==> config.mk <==
export PLATFORM = sky130hd
export DESIGN_NAME = sb_hazard_ctl
export DESIGN_NICKNAME = d
export VERILOG_FILES = /design/src/rtl/sb_pkg.sv /design/src/rtl/sb_fu_entry.sv /design/src/rtl/sb_issue_ctl.sv /design/src/rtl/sb_wb_arbiter.sv /design/src/rtl/sb_hazard_ctl.sv
export SDC_FILE = /design/constraint.sdc
export NUM_CORES = 1
export LEC_CHECK = 0
export BUFFER_PORTS_ARGS = -buffer_cell sky130_fd_sc_hd__buf_4
export CORE_UTILIZATION = 60
export DETAILED_ROUTE_END_ITERATION = 10
export PLACE_DENSITY = 0.77
export SYNTH_ARGS = -nofsm -noshare
export SYNTH_HDL_FRONTEND = slang
export SYNTH_SLANG_ARGS = --single-unit
==> constraint.sdc <==
create_clock -name clk -period 20.8 [get_ports clk]
set_clock_uncertainty 0.2 [all_clocks]
set_input_delay 6.24 -clock clk [delete_from_list [all_inputs] [get_ports clk]]
set_output_delay 6.24 -clock clk [all_outputs]
set_load 0.01 [all_outputs]
==> src/rtl/sb_pkg.sv <==
package sb_pkg;

  typedef enum logic [1:0] {
    ST_FREE = 2'd0,
    ST_WAIT = 2'd1,
    ST_EXEC = 2'd2,
    ST_DONE = 2'd3
  } fu_stage_e;

  localparam logic [1:0] CLS_INT = 2'd0;
  localparam logic [1:0] CLS_MUL = 2'd1;
  localparam logic [1:0] CLS_ADD = 2'd2;
  localparam logic [1:0] CLS_DIV = 2'd3;

  // Unit ordering: int, N multipliers, add, div
  function automatic logic [1:0] unit_class(input int idx, input int n_mul);
    if (idx == 0)              return CLS_INT;
    else if (idx <= n_mul)     return CLS_MUL;
    else if (idx == n_mul + 1) return CLS_ADD;
    else                       return CLS_DIV;
  endfunction

endpackage

==> src/rtl/sb_fu_entry.sv <==
module sb_fu_entry
  import sb_pkg::*;
#(
  parameter int REG_W = 5,
  parameter int TAG_W = 3
) (
  input  logic             clk,
  input  logic             rst_n,
  input  logic             iss_en,
  input  logic [REG_W-1:0] iss_dst,
  input  logic [REG_W-1:0] iss_src1,
  input  logic [REG_W-1:0] iss_src2,
  input  logic [TAG_W-1:0] iss_q1,
  input  logic [TAG_W-1:0] iss_q2,
  input  logic             rd_en,
  input  logic             done_in,
  input  logic             wr_en,
  input  logic             bc_valid,
  input  logic [TAG_W-1:0] bc_tag,
  output fu_stage_e        stage_o,
  output logic [REG_W-1:0] fi_o,
  output logic [REG_W-1:0] fj_o,
  output logic [REG_W-1:0] fk_o,
  output logic             rj_o,
  output logic             rk_o,
  output logic             rd_req_o
);

  fu_stage_e        stage_q, stage_d;
  logic [REG_W-1:0] fi_q, fi_d, fj_q, fj_d, fk_q, fk_d;
  logic [TAG_W-1:0] qj_q, qj_d, qk_q, qk_d;
  logic             rj_q, rj_d, rk_q, rk_d;

  always_comb begin
    stage_d = stage_q;
    fi_d    = fi_q;
    fj_d    = fj_q;
    fk_d    = fk_q;
    qj_d    = qj_q;
    qk_d    = qk_q;
    rj_d    = rj_q;
    rk_d    = rk_q;
    unique case (stage_q)
      ST_FREE: begin
        if (iss_en) begin
          stage_d = ST_WAIT;
          fi_d    = iss_dst;
          fj_d    = iss_src1;
          fk_d    = iss_src2;
          qj_d    = iss_q1;
          qk_d    = iss_q2;
          rj_d    = (iss_q1 == '0);
          rk_d    = (iss_q2 == '0);
        end
      end
      ST_WAIT: begin
        if (rd_en) begin
          stage_d = ST_EXEC;
          rj_d    = 1'b0;
          rk_d    = 1'b0;
        end else begin
          if (bc_valid && (qj_q != '0) && (qj_q == bc_tag)) begin
            qj_d = '0;
            rj_d = 1'b1;
          end
          if (bc_valid && (qk_q != '0) && (qk_q == bc_tag)) begin
            qk_d = '0;
            rk_d = 1'b1;
          end
        end
      end
      ST_EXEC: begin
        if (done_in) stage_d = ST_DONE;
      end
      ST_DONE: begin
        if (wr_en) stage_d = ST_FREE;
      end
      default: stage_d = ST_FREE;
    endcase
  end

  always_ff @(posedge clk or negedge rst_n) begin
    if (!rst_n) begin
      stage_q <= ST_FREE;
      fi_q    <= '0;
      fj_q    <= '0;
      fk_q    <= '0;
      qj_q    <= '0;
      qk_q    <= '0;
      rj_q    <= 1'b0;
      rk_q    <= 1'b0;
    end else begin
      stage_q <= stage_d;
      fi_q    <= fi_d;
      fj_q    <= fj_d;
      fk_q    <= fk_d;
      qj_q    <= qj_d;
      qk_q    <= qk_d;
      rj_q    <= rj_d;
      rk_q    <= rk_d;
    end
  end

  assign stage_o  = stage_q;
  assign fi_o     = fi_q;
  assign fj_o     = fj_q;
  assign fk_o     = fk_q;
  assign rj_o     = rj_q;
  assign rk_o     = rk_q;
  assign rd_req_o = (stage_q == ST_WAIT) && rj_q && rk_q;

  // the issue logic only targets an idle entry
  a_r12_issue_into_free: assert property (@(posedge clk) disable iff (!rst_n)
    iss_en |-> (stage_q == ST_FREE));

  // an operand read never happens while a producer tag is outstanding
  a_r5_read_tags_clear: assert property (@(posedge clk) disable iff (!rst_n)
    rd_en |-> (qj_q == '0 && qk_q == '0));

  // write-back is only granted after completion was reported
  a_r6_write_after_done: assert property (@(posedge clk) disable iff (!rst_n)
    wr_en |-> (stage_q == ST_DONE));

  // a done strobe before the operand read cannot mark completion
  a_r11_early_done_ignored: assert property (@(posedge clk) disable iff (!rst_n)
    (done_in && (stage_q == ST_FREE || stage_q == ST_WAIT)) |=> (stage_q != ST_DONE));

endmodule

==> src/rtl/sb_issue_ctl.sv <==
module sb_issue_ctl
  import sb_pkg::*;
#(
  parameter int N_MUL  = 2,
  parameter int NUM_FU = N_MUL + 3,
  parameter int TAG_W  = 3
) (
  input  logic              in_valid,
  input  logic [1:0]        in_op,
  input  logic              dst_pending,
  input  logic [NUM_FU-1:0] unit_free,
  output logic              in_ready,
  output logic [NUM_FU-1:0] iss_grant,
  output logic [TAG_W-1:0]  iss_tag
);

  logic [NUM_FU-1:0] class_hit;
  logic [NUM_FU-1:0] pick;

  for (genvar i = 0; i < NUM_FU; i++) begin : g_cls
    localparam logic [1:0] UCLS = unit_class(i, N_MUL);
    assign class_hit[i] = unit_free[i] && (in_op == UCLS);
  end

  // lowest index wins among free units of the requested class
  always_comb begin
    pick    = '0;
    iss_tag = '0;
    for (int i = NUM_FU - 1; i >= 0; i--) begin
      if (class_hit[i]) begin
        pick    = '0;
        pick[i] = 1'b1;
        iss_tag = TAG_W'(i + 1);
      end
    end
  end

  assign in_ready  = (|class_hit) && !dst_pending;
  assign iss_grant = (in_valid && in_ready) ? pick : '0;

endmodule

==> src/rtl/sb_wb_arbiter.sv <==
module sb_wb_arbiter #(
  parameter int NUM_FU = 5,
  parameter int REG_W  = 5,
  parameter int TAG_W  = 3
) (
  input  logic              clk,
  input  logic              rst_n,
  input  logic [NUM_FU-1:0] wr_req,
  input  logic [NUM_FU-1:0] waiting,
  input  logic [REG_W-1:0]  fi [NUM_FU],
  input  logic [REG_W-1:0]  fj [NUM_FU],
  input  logic [REG_W-1:0]  fk [NUM_FU],
  input  logic [NUM_FU-1:0] rj,
  input  logic [NUM_FU-1:0] rk,
  output logic [NUM_FU-1:0] wr_grant,
  output logic              wr_valid,
  output logic [TAG_W-1:0]  wr_tag,
  output logic [REG_W-1:0]  wr_dst
);

  logic [NUM_FU-1:0] war_blk;
  logic [NUM_FU-1:0] elig;

  // WAR: another unit still has to read the old contents of our target
  always_comb begin
    for (int f = 0; f < NUM_FU; f++) begin
      war_blk[f] = 1'b0;
      for (int g = 0; g < NUM_FU; g++) begin
        if (g != f && waiting[g] &&
            ((rj[g] && fj[g] == fi[f]) || (rk[g] && fk[g] == fi[f])))
          war_blk[f] = 1'b1;
      end
    end
  end

  assign elig = wr_req & ~war_blk;

  always_comb begin
    wr_grant = '0;
    wr_tag   = '0;
    wr_dst   = '0;
    for (int i = NUM_FU - 1; i >= 0; i--) begin
      if (elig[i]) begin
        wr_grant    = '0;
        wr_grant[i] = 1'b1;
        wr_tag      = TAG_W'(i + 1);
        wr_dst      = fi[i];
      end
    end
  end

  assign wr_valid = |elig;

  // at most one result bus owner per cycle
  a_r8_single_writer: assert property (@(posedge clk) disable iff (!rst_n)
    $onehot0(wr_grant));

  // a granted writer must have been requesting
  a_r6_grant_needs_request: assert property (@(posedge clk) disable iff (!rst_n)
    (wr_grant & ~wr_req) == '0);

endmodule

==> src/rtl/sb_hazard_ctl.sv <==
module sb_hazard_ctl
  import sb_pkg::*;
#(
  parameter int N_MUL    = 2,
  parameter int NUM_REGS = 32
) (
  input  logic                 clk,
  input  logic                 rst_n,
  input  logic                 in_valid,
  input  logic [1:0]           in_op,
  input  logic [$clog2(NUM_REGS)-1:0] in_dst,
  input  logic [$clog2(NUM_REGS)-1:0] in_src1,
  input  logic [$clog2(NUM_REGS)-1:0] in_src2,
  output logic                 in_ready,
  output logic [N_MUL+2:0]     iss_grant,
  output logic [N_MUL+2:0]     rd_grant,
  input  logic [N_MUL+2:0]     fu_done,
  output logic [N_MUL+2:0]     wr_grant
);

  localparam int NUM_FU = N_MUL + 3;
  localparam int REG_W  = $clog2(NUM_REGS);
  localparam int TAG_W  = $clog2(NUM_FU + 1);

  // reset: asynchronous assert, synchronous release
  logic [1:0] rst_pipe;
  logic       rst_int_n;

  always_ff @(posedge clk or negedge rst_n) begin
    if (!rst_n) rst_pipe <= 2'b00;
    else        rst_pipe <= {rst_pipe[0], 1'b1};
  end
  assign rst_int_n = rst_pipe[1];

  // register result status: producer tag per register, 0 = none
  logic [TAG_W-1:0] regstat_q [NUM_REGS];
  logic [TAG_W-1:0] regstat_d [NUM_REGS];

  fu_stage_e         stage_w [NUM_FU];
  logic [REG_W-1:0]  fi_w [NUM_FU];
  logic [REG_W-1:0]  fj_w [NUM_FU];
  logic [REG_W-1:0]  fk_w [NUM_FU];
  logic [NUM_FU-1:0] rj_w, rk_w, rd_req_w;
  logic [NUM_FU-1:0] unit_free, waiting, wr_req;

  logic              wr_valid;
  logic [TAG_W-1:0]  wr_tag;
  logic [REG_W-1:0]  wr_dst;
  logic [TAG_W-1:0]  iss_tag;
  logic [TAG_W-1:0]  q1_raw, q2_raw, q1_eff, q2_eff;
  logic              iss_fire;

  for (genvar i = 0; i < NUM_FU; i++) begin : g_stat
    assign unit_free[i] = (stage_w[i] == ST_FREE);
    assign waiting[i]   = (stage_w[i] == ST_WAIT);
    assign wr_req[i]    = (stage_w[i] == ST_DONE);
  end

  sb_issue_ctl #(
    .N_MUL  (N_MUL),
    .NUM_FU (NUM_FU),
    .TAG_W  (TAG_W)
  ) u_issue (
    .in_valid    (in_valid),
    .in_op       (in_op),
    .dst_pending (regstat_q[in_dst] != '0),
    .unit_free   (unit_free),
    .in_ready    (in_ready),
    .iss_grant   (iss_grant),
    .iss_tag     (iss_tag)
  );

  assign iss_fire = |iss_grant;

  // a source whose producer commits this very cycle is taken as ready
  assign q1_raw = regstat_q[in_src1];
  assign q2_raw = regstat_q[in_src2];
  assign q1_eff = (wr_valid && q1_raw == wr_tag) ? '0 : q1_raw;
  assign q2_eff = (wr_valid && q2_raw == wr_tag) ? '0 : q2_raw;

  sb_wb_arbiter #(
    .NUM_FU (NUM_FU),
    .REG_W  (REG_W),
    .TAG_W  (TAG_W)
  ) u_wb (
    .clk      (clk),
    .rst_n    (rst_int_n),
    .wr_req   (wr_req),
    .waiting  (waiting),
    .fi       (fi_w),
    .fj       (fj_w),
    .fk       (fk_w),
    .rj       (rj_w),
    .rk       (rk_w),
    .wr_grant (wr_grant),
    .wr_valid (wr_valid),
    .wr_tag   (wr_tag),
    .wr_dst   (wr_dst)
  );

  for (genvar i = 0; i < NUM_FU; i++) begin : g_fu
    sb_fu_entry #(
      .REG_W (REG_W),
      .TAG_W (TAG_W)
    ) u_entry (
      .clk      (clk),
      .rst_n    (rst_int_n),
      .iss_en   (iss_grant[i]),
      .iss_dst  (in_dst),
      .iss_src1 (in_src1),
      .iss_src2 (in_src2),
      .iss_q1   (q1_eff),
      .iss_q2   (q2_eff),
      .rd_en    (rd_req_w[i]),
      .done_in  (fu_done[i]),
      .wr_en    (wr_grant[i]),
      .bc_valid (wr_valid),
      .bc_tag   (wr_tag),
      .stage_o  (stage_w[i]),
      .fi_o     (fi_w[i]),
      .fj_o     (fj_w[i]),
      .fk_o     (fk_w[i]),
      .rj_o     (rj_w[i]),
      .rk_o     (rk_w[i]),
      .rd_req_o (rd_req_w[i])
    );
  end

  assign rd_grant = rd_req_w;

  always_comb begin
    regstat_d = regstat_q;
    if (wr_valid) regstat_d[wr_dst] = '0;
    if (iss_fire) regstat_d[in_dst] = iss_tag;
  end

  always_ff @(posedge clk or negedge rst_int_n) begin
    if (!rst_int_n) begin
      for (int r = 0; r < NUM_REGS; r++) regstat_q[r] <= '0;
    end else begin
      regstat_q <= regstat_d;
    end
  end

  // an accepted destination is claimed in the following cycle
  a_r3_dst_claimed: assert property (@(posedge clk) disable iff (!rst_int_n)
    iss_fire |=> (regstat_q[$past(in_dst)] != '0));

  // a unit committing this cycle is not handed a new instruction yet
  a_r10_no_reuse_same_cycle: assert property (@(posedge clk) disable iff (!rst_int_n)
    (wr_grant & iss_grant) == '0);

  // issue only goes out for a presented instruction
  a_r12_issue_needs_valid: assert property (@(posedge clk) disable iff (!rst_int_n)
    iss_fire |-> in_valid);

endmodule

# Word-level counts from Yosys, hierarchy flattened
# Index checks and enable logic that the tools add are counted.
# word_totals
regBits	223
in_bits	25
out_inout_bits	16
word_cells	550
# classes
n_lt_le_gt_ge	6
n_eq_ne	115
n_mux	169
bitwise_logic	8
reduce_logical	179
# ops
operator	count
== test 5 bit	40
two-way mux 96 bit	2
two-way mux 3 bit	50
logical AND 1 bit	101
AND 96 bit	1
bitwise mux 96 bit	1
NOT 96 bit	1
two-way mux 5 bit	16
one-hot mux 3 bit (2 select lines)	10
AND reduction 4 bit	15
two-way mux 1 bit	50
binary-select mux 3 bit (select 5 bit)	3
two-way mux 2 bit	20
!= test 2 bit (second input constant)	20
one-hot mux 2 bit (4 select lines)	5
== test 3 bit	12
nonzero test 3 bit	11
demux 3 bit (select 5 bit)	2
!= test 2 x 1 -> 1 bit (second input constant)	15
!= test 3 x 1 -> 1 bit (second input constant)	10
AND reduction 3 bit	10
== test 2 bit (second input constant)	12
greater-or-equal comparator 6 bit (second input constant)	4
NOT 5 -> 6 bit	4
other kinds (12)	62

# Logic depth before layout (Yosys ltp)
# logic_depth
ltp_word	25
mapped_depth	15
mapped_depth_nobuf	13

# Hierarchy
# From an unflattened synthesis, not the netlist that was laid out.
# hier_totals
cells_unflattened	1703
area_unflattened_um2	16052.9
# by_module_without_submodules
mod	n_inst	cells_per_inst	area_each_um2	seq_area_each_um2
sb_fu_entry	5	113	1297.5	625.6
sb_hazard_ctl	1	728	6444.9	2452.4
sb_wb_arbiter	1	391	2996.6	0.0
sb_issue_ctl	1	19	123.9	0.0

# Worst setup path after synthesis
# Ideal clock, no wire load.
# synth_timing
path_kind	input to output
from	input in_dst[1]
to	output iss_grant[4]
arrival_time_ps	8855
t_required_ps	14360
slack_ps	5505
path_stages	12
n_path_buf	5
cell_sequence	buf_6 > nor4_2 > a21oi_1 > and3_1 > or4_4 > or4b_1 > buf_2 > or3_1 > buf_2 > inv_2 > buf_2 > buf_4
# synth_via
elab_chain_len	9
# synth_rtl
element	line	source
start: declaration	sb_hazard_ctl.sv:11	input logic [$clog2(NUM_REGS)-1:0] in_dst,
NOT 5 -> 6 bit (implied by the code)	sb_hazard_ctl.sv:66	.dst_pending (regstat_q[in_dst] != '0),
binary-select mux 3 bit (select 5 bit)	sb_hazard_ctl.sv:66	
two-way mux 3 bit (implied by the code) (2 in a row)	sb_hazard_ctl.sv:66	
nonzero test 3 bit	sb_hazard_ctl.sv:66	
zero test 1 bit	sb_issue_ctl.sv:38	assign in_ready = (|class_hit) && !dst_pending;
logical AND 1 bit	sb_issue_ctl.sv:38	
logical AND 1 bit	sb_issue_ctl.sv:39	assign iss_grant = (in_valid && in_ready) ? pick : '0;
two-way mux 5 bit	sb_issue_ctl.sv:39	
end: declaration	sb_hazard_ctl.sv:15	output logic [N_MUL+2:0] iss_grant,
# No other way between the ends. The select of a mux whose other input is x is not followed.

# Worst setup path after layout
# layout_timing
from	input in_dst[0]
to	output iss_grant[1]
# Same word-level chain as after synthesis.

==> out/metrics.cfg <==
[status]
status=completed

[routing]
ant_nets=0
first_pass_iters=6
routed_wl_um=50900
wl_per_cell_um=26.4
drc_errors=0
vias_per_cell=6.94
num_vias=13387
initialDrtViolationCount=1766

[timing]
slew_violations=0
fmax_mhz=61.6
tns_ns=0
hold_slack_ns=0.150
rsz0062_at_grt=no
worst_pin_slew_ns=1.09
finalHoldViolCount=0
period_needed_ns=16.23
setup_viol=0
layout_setup_ws_ns=4.57
maxSlewHeadroom_pct=27.2
fin_crit_sh_pct=78.0

[die]
row_count=58
initial_utilization_pct=61.2
pin_count=41
die_width_um=162
die_y_um=162
dieArea_um2=26300
core_area_um2=25200

[placement]
io_buffers=40
place.gp.congestion=1.00
pre_cts_slack_ns=4.65
dp.final_hpwl_um=34900
place_area_um2=15500
dp.cells=1883

[setup_path]
required_ns=14.36
cpMostUsedCell=buf_4
crit_chain=buf_4, inv_1, mux4_2, o22ai_1, or4_4, or4b_1, nor2_1, nand2_1, clkinv_1, buf_4
critPathMaxStageDelay_ns=0.67
endpoint_kind=primary output
arrival_ns=9.79
cp-start-kind=input pin
path_max_fanout=23
criticalPathCategory=in2out
slowest_stage=or4b_1

[clock_tree]
postCtsSetupBuffers=0
cts_num_sinks=223
tritoncts=yes
ctsHtreeMaxLevel=1
hold_buffers=0
clk_pin_slew_ns=0.06
cts_buffer_depth=3
cts-root-buf=clkbuf_16
numCtsBuffers=25
post_cts_resized=0
clkLatencyLatePin_ns=0.54

[pwr]
p_total_mw=2.46
irDropWorstVdd_v=0.0000976
power.leakage_nw=6.80
powerDensity_nw_per_um2=151

[final_layout]
final_nets=1626
final_cell_mix=nand2_1, dfrtp_1, xnor2_1, inv_1, o22ai_1
areaGrowthSynthToFinish_pct=5.82
num-fill-cells=2086
diodes=0
final_common_cell=nand2_1
final_cell_area_um2=16300
drive_above_1_share_pct=12.0
stdcell_count=1928
post-route-util_pct=64.8

[global_routing]
overflow=0
grt_max_degree=171
grt_usage_pct=39.2
grt_first_pass_wirelength_um=77700
grt_pass1_vias=13014
antenna_found_initial=0

[synth]
synthFlopType=dfrtp_1
syn_inst=1673
yosys.area.top_type=dfrtp_1
synth_seq_area_share_pct=36.2
synth-edff-count=0
synth_cell_types=89
syn_area_um2=15400
yosys_warnings=0
avgSynthCellArea_um2=9.22
ys_ff_latch=223
netlist.area_leader.share_pct=36.2
syn-num-nets=1719
async_flop_share_pct=100
yosys-top-cells-area=dfrtp_1, xnor2_1, mux4_2, nand2_1, o2bb2ai_1

[run]
max-cap-violations=0

[worst_hold_path]
hold_path_class=reg2reg

[logic make-up (layout without fill, tap and decap cells)]
group	after synthesis	count (layout)	synth area share [%]
AND/OR/NAND/NOR	531	531	17.1
multiplexers	102	102	10.1
buffers and inverters	263	188	7.21
other	1	1	0.0243
flip-flops	223	223	36.2
adder cells (fa/ha/maj)	21	21	1.70
AO/OA/AOI/OAI	330	330	16.2
XOR/XNOR	202	202	11.5
[cells in the mapped netlist (all sizes together) (5+ instances only)]
cell and number:
a21o 9, and2 9, a21oi 25, inv 90
nand3 50, dfrtp 223, a2111oi 9, o22ai 62
nor2b 11, a22oi 7, o2bb2ai 59, o311ai 6
buf 73, mux2 33, nand2b 13, and4 5
xor2 31, o211ai 13, nor3b 10, clkbuf 99
a32oi 5, nand4 46, xnor2 171, nor2 39
mux2i 30, nand2 227, o31ai 8, and3 17
nor3 55, ha 21, or3 11, a221oi 10
a211oi 23, nand3b 7, nor4 21, mux4 39
o21ai 42
[power by group]
part / internal, mW / leakage, nW / switching [mW]
clock network: 0.274 / 0.419 / 0.185
logic: 0.501 / 3.51 / 0.629
registers: 0.566 / 2.87 / 0.303
[path summary, 6_finish.rpt]
path	end	start	slack (ns)	depth (start not counted)
hold reg to reg	rst_pipe[1]	rst_pipe[0]	0.15	0
min in group asynchronous	g_fu[4].u_entry.fj_o[2]	rst_pipe[1]	0.19	0
hold / removal	rst_pipe[1]	rst_pipe[0]	0.15	0
setup / recovery	iss_grant[1]	in_dst[0]	4.57	10
setup reg to reg	regstat_q[5]	g_fu[0].u_entry.fi_o[0]	15.60	11
max in group asynchronous	rst_pipe[1]	rst_n	15.02	1
[per-layer routing]
metal  track usage [%]  share of wire [%]  vias to the layer above
li1                  -                  -                     5780
met4              22.1                6.2                        0
met1              51.0                 38                     6555
met2              61.3                 46                      843
met5                 0                  0                        -
met3              7.56                 10                      209
[state kept, by name, indices dropped and copies added (netlist names)]
name / cells
regstat_q: 96
g_fu.u_entry.fi_o: 25
g_fu.u_entry.fj_o: 25
g_fu.u_entry.fk_o: 25
g_fu.u_entry.qj_q: 15
g_fu.u_entry.qk_q: 15
g_fu.u_entry.stage_o: 10
g_fu.u_entry.rj_o: 5
g_fu.u_entry.rk_o: 5
rst_pipe: 2
[worst max-delay path, delay by kind of cell]
family	cells	cell delay, ns
AO/OA/AOI/OAI	1	0.08
multiplexers	1	0.29
buffers and inverters	4	1.30
AND/OR/NAND/NOR	4	1.85
[final cells by class]
cell class / instances / area [um2] / share of cell area (%)
inverter: 91 / 342 / 2.09
clock inverter: 8 / 96.3 / 0.591
timing repair buffer: 52 / 403 / 2.47
multi-input combinational: 1187 / 8730 / 53.5
sequential: 223 / 5580 / 34.2
clock buffer: 37 / 751 / 4.60
tap: 330 / 413 / 2.53
Note: power is estimated with default switching activity, not from simulation.
